`src/rtl/irq_target_select.sv`:
```
module irq_target_select #(
  parameter int NSRC    = 32,
  parameter int MAXPRIO = 7,
  localparam int PW     = $clog2(MAXPRIO + 1),
  localparam int IDW    = $clog2(NSRC)
) (
  input  logic              clk,
  input  logic              rst_n,
  input  logic [NSRC-1:0]   pend_i,
  input  logic [NSRC-1:0]   enable_i,
  input  logic [NSRC*PW-1:0] prio_i,
  input  logic [PW-1:0]     thresh_i,
  output logic [IDW-1:0]    win_id_o,
  output logic              req_o
);

  localparam int LEAVES = 1 << $clog2(NSRC);
  localparam int NODES  = 2 * LEAVES;

  logic           nv [1:NODES-1];
  logic [PW-1:0]  np [1:NODES-1];
  logic [IDW-1:0] ni [1:NODES-1];

  for (genvar i = 0; i < LEAVES; i++) begin : g_leaf
    if (i < NSRC) begin : g_real
      assign nv[LEAVES+i] = (i != 0) && pend_i[i] && enable_i[i];
      assign np[LEAVES+i] = prio_i[i*PW +: PW];
      assign ni[LEAVES+i] = IDW'(i);
    end else begin : g_pad
      assign nv[LEAVES+i] = 1'b0;
      assign np[LEAVES+i] = '0;
      assign ni[LEAVES+i] = '0;
    end
  end

  for (genvar k = 1; k < LEAVES; k++) begin : g_node
    logic take_r;
    assign take_r = nv[2*k+1] && (!nv[2*k] || (np[2*k+1] > np[2*k]));
    assign nv[k]  = nv[2*k] || nv[2*k+1];
    assign np[k]  = take_r ? np[2*k+1] : np[2*k];
    assign ni[k]  = take_r ? ni[2*k+1] : ni[2*k];
  end

  always_ff @(posedge clk or negedge rst_n) begin
    if (!rst_n) begin
      win_id_o <= '0;
      req_o    <= 1'b0;
    end else begin
      win_id_o <= nv[1] ? ni[1] : '0;
      req_o    <= nv[1] && (np[1] > thresh_i);
    end
  end

endmodule

```
`config.mk`:
```
export PLATFORM = sky130hd
export DESIGN_NAME = irq_target_select
export DESIGN_NICKNAME = d
export VERILOG_FILES = /design/src/rtl/irq_target_select.sv
export SDC_FILE = /design/constraint.sdc
export NUM_CORES = 1
export LEC_CHECK = 0
export ABC_AREA = 0
export BUFFER_PORTS_ARGS = -buffer_cell sky130_fd_sc_hd__buf_4
export CORE_ASPECT_RATIO = 1.75
export CORE_MARGIN = 2
export CORE_UTILIZATION = 52
export CTS_CLUSTER_SIZE = 40
export DETAILED_ROUTE_END_ITERATION = 10
export PLACE_DENSITY = 0.84
export SLEW_MARGIN = 20
export SYNTH_ARGS = -nofsm -noshare
export SYNTH_HDL_FRONTEND = slang
export SYNTH_SLANG_ARGS = --single-unit
```
`constraint.sdc`:
```
create_clock -name clk -period 0.8 [get_ports clk]
set_clock_uncertainty 0.2 [all_clocks]
set_input_delay 0.12 -clock clk [delete_from_list [all_inputs] [get_ports clk]]
set_output_delay 0.12 -clock clk [all_outputs]
set_load 0.03 [all_outputs]
```
==> results.md, run 1 <==
- Yosys cell types: 60
- Mapped cell area: 4460 um2
- Sequential share of the synthesized area: 0.0337
- Ports: 171
- GP Congestion: 0.986
- Area leader, netlist: ha_1
- Register bit total from synthesis: 6
- EDFF count, synth: 0
- IO Port Bufs: 168
- Mapped Avg Cell Area: 7.25 um2
- DP Wirelength: 20300 um
- Height of the die: 127 um
- Synthesis Warnings: 0
- Die width: 74.0 um
- Log Error: [ERROR DPL-0033] detailed placement checks failed during check placement.
- Initial Utilization: 0.537
- Status: did not finish
- Top cell type's share of synthesized area: 0.238
- Syn nets: 865
- Last stage: detailed placement
- Synth Flop Type: dfrtp_1
- Post-Syn Instances: 615
- # rows: 44
- Largest cells by area after synthesis: ha_1 24%, mux2i_1 9.6%, inv_1 7.3%
- Asr flop ratio synth: 1.00
## cell usage after synthesis, drive strengths merged, types with 5 or more instances
master  number
inv         87
nand3       17
o21bai       5
a21oi       51
o21ai       36
o211ai       9
nor2b       11
mux2        19
dfrtp        6
o21a        11
nor3         5
a22oi       12
o31ai        6
mux2i       43
ha          85
nor2        33
nand2       51
nand3b      10
a211oi      10
a31o         6
a21o        11
and2         7
a32oi        6
a31oi        8
and3        12
## per-stage QoR
step	TNS, ns	std cells
3_3_place_gp	-35.99	1161
2_1_floorplan	-34.86	615
## cell families after synthesis
kind of cell	after synthesis	synth area share
mux	62	0.147
simple gates	158	0.174
flops	6	0.0337
buf+inv	90	0.0757
fa+ha+maj	88	0.245
compound gates	211	0.325
==> run 2, diff against run 1 <==
Settings changed: CORE_ASPECT_RATIO 1.75 to not set, CORE_UTILIZATION 52 to 40, CTS_CLUSTER_SIZE 40 to not set, PLACE_DENSITY 0.84 to not set, PLACE_DENSITY_LB_ADDON set to 0.15.
==> results.md, run 2 <==
- EDFF count, synth: 0
- Gr usage total: 0.291
- Mapped cell area: 4460 um2
- Slowest CP cell: o311a_4
- Yosys cell types: 60
- H-Tree Depth: 1
- Synth Area in Simple Gates: 0.174
- Worst-Margin Slew: 0.518 ns
- Area leader, netlist: ha_1
- GP Congestion: 0.917
- Status: complete, but fails checks
- DP Wirelength: 14200 um
- M1 WL: 8510 um
- Synth Flop Type: dfrtp_1
- Max FFs per register: 5
- Top Metal Used: met4
- Drt initial violations: 533
- Routed wl met2: 10800 um
- Root buf cell: clkbuf_8
- Global-route wire length before repair: 28700 um
- Most common cell after layout, fill and taps aside: buf_4
- Vias: 7086
- Synth Area in Compound Gates: 0.325
- Area share of fa/ha/maj cells after synthesis: 0.245
- Most frequent cells after synthesis: 87 x inv_1, 85 x ha_1, 51 x a21oi_1, 51 x nand2_1, 43 x mux2i_1
- Post-Syn Instances: 615
- Final hold viol count: 0
- Crit path capture type: flop
- Mapped Avg Cell Area: 7.25 um2
- Worst Hold Class: in2async
- Core Footprint: 10800 um2
- Pwr dens: 1990 nW/um2
- Crit path time final: 7.87 ns
- Synth Area in XOR/XNOR: 0
- Leak pwr: 4.95 nW
- Startpoint Class: primary input
- RSZ-0062 raised after global routing: yes
- Slew Viols, Final: 0
- Height of the die: 110 um
- Pre-CTS WS: -6.82 ns
- Share of layout cells above drive strength 1: 0.592
- Biggest regs: win_id_o x5, req_o x1
- Final net count: 1371
- Largest net degree at the start of global routing: 8
- Violated checks: DRC, setup timing
- Peak supply drop: 0.00172 V
- DRT antenna net count: 0
- # rows: 38
- Initial antenna violation count: 0
- Critical setup path kind: in2reg
- DRC Markers: 1
- DRT Wirelength: 21700 um
- Initial Utilization: 0.412
- Largest family of logic cells by synthesized area: compound AO/OA/AOI/OAI gates
- Worst-path clk slew: 0.04 ns
- Most frequent cells in the layout: 482 x buf_4, 71 x inv_1, 61 x ha_1, 49 x nand2_1
- Via-to-Cell Ratio: 5.63
- Area growth syn-to-layout: 110%
- Top cell type's share of synthesized area: 0.238
- Data required, critical path: 0.74 ns
- Slew HR: 0.650
- Most frequent cell after synthesis: inv_1
- Clk sinks: 6
- Synthesis Warnings: 0
- # diodes: 0
- GRT overflow: 0
- Sequential share of the synthesized area: 0.0337
- CTS tree: yes
- Max Clock Freq: 127 MHz
- Slowest Stage Delay on Critical Path: 0.43 ns
- IO Port Bufs: 168
- Metal3 WL: 1250 um
- Setup violators final: 12
- Period utilisation layout: 9.84
- CTS max path bufs: 2
- Hold Slack: 0.0700 ns
- Biggest register: win_id_o
- First-pass DRT Iterations: 8
- Arr. time, crit path: 7.81 ns
- Mux contribution to synthesized area: 0.147
- Die width: 110 um
- Final worst slack: -7.07 ns
- Syn nets: 865
- Largest cells by area after synthesis: ha_1 24%, mux2i_1 9.6%, inv_1 7.3%
- WL per Instance: 17.2 um
- Crit-path max FO: 5
- Register bit total from synthesis: 6
- Vias in the first global route: 6798
- Num CTS Buffers: 3
- Max Cap Violations: 0
- Asr flop ratio synth: 1.00
- Ports: 171
- Die ar.: 12000 um2
## run 2: cell counts after synthesis
Identical to the previous run, type by type.
## run 2: kinds of logic after synthesis
logic type      count (synthesis)
simple gates                  158
mux                            62
fa+ha+maj                      88
flops                           6
buf+inv                        90
compound gates                211
## run 2: worst max-delay path, delay by kind of cell
kind            cells  cell delay (ns)
buf+inv             8             0.87
mux                 4             1.12
simple gates        5             0.82
compound gates     20             3.35
fa+ha+maj           6             1.51
## run 2: area by class of cell
class                      count  area (um2)
multi-input combinational    519        4780
timing repair buffer         504        3870
fill                         623        1490
inverter                      87         337
tap                          140         175
sequential                     6         150
clock buffer                   3        41.3
## run 2: final timing paths
check | start | endpoint | slack (ns) | depth (start not counted)
max | prio_i[20] | req_o | -7.07 | 43
min | rst_n | win_id_o[4] | 0.07 | 2
min in group clk | thresh_i[2] | req_o | 0.29 | 5
max in group asynchronous | rst_n | req_o | 0.22 | 2
## run 2: through the flow
stage | TNS (ns) | utilization | cell area (um2) | instances | power (mW)
floorplan | -34.86 | - | 4740 | 615 | 6.94
global placement | -35.72 | 0.750 | 8130 | 1185 | 11.9
detailed placement | -37.42 | 0.750 | 8130 | 1185 | 12.4
CTS | -36.22 | 0.815 | 8840 | 1238 | 15.4
global route | -41.84 | 0.863 | 9360 | 1259 | 19.5
finish | -40.51 | 0.863 | 9360 | 1259 | 18.6
## run 2: report_power, final
group	total (mW)	internal [mW]	switching (mW)
clock network	0.455	0.323	0.131
registers	0.591	0.511	0.0798
logic	17.5	9.41	8.12
total	18.6	10.2	8.33
## run 2: what timing repair did
action / CTS / global route
setup endpoints to repair: 12 / 12
pin swaps: 36 / 55
resized for setup: 62 / 68
hold buffers: 1 / 0
endpoints found under the hold margin: 6 / 0
setup buffers: 49 / 22
## run 2: metal layers
layer  track usage  up-vias
met2         0.550      362
met4        0.0904        0
met1         0.342     3306
met3        0.0255       96
met5             0        -
li1              -     3322
Power figures use the tool's default switching activity.
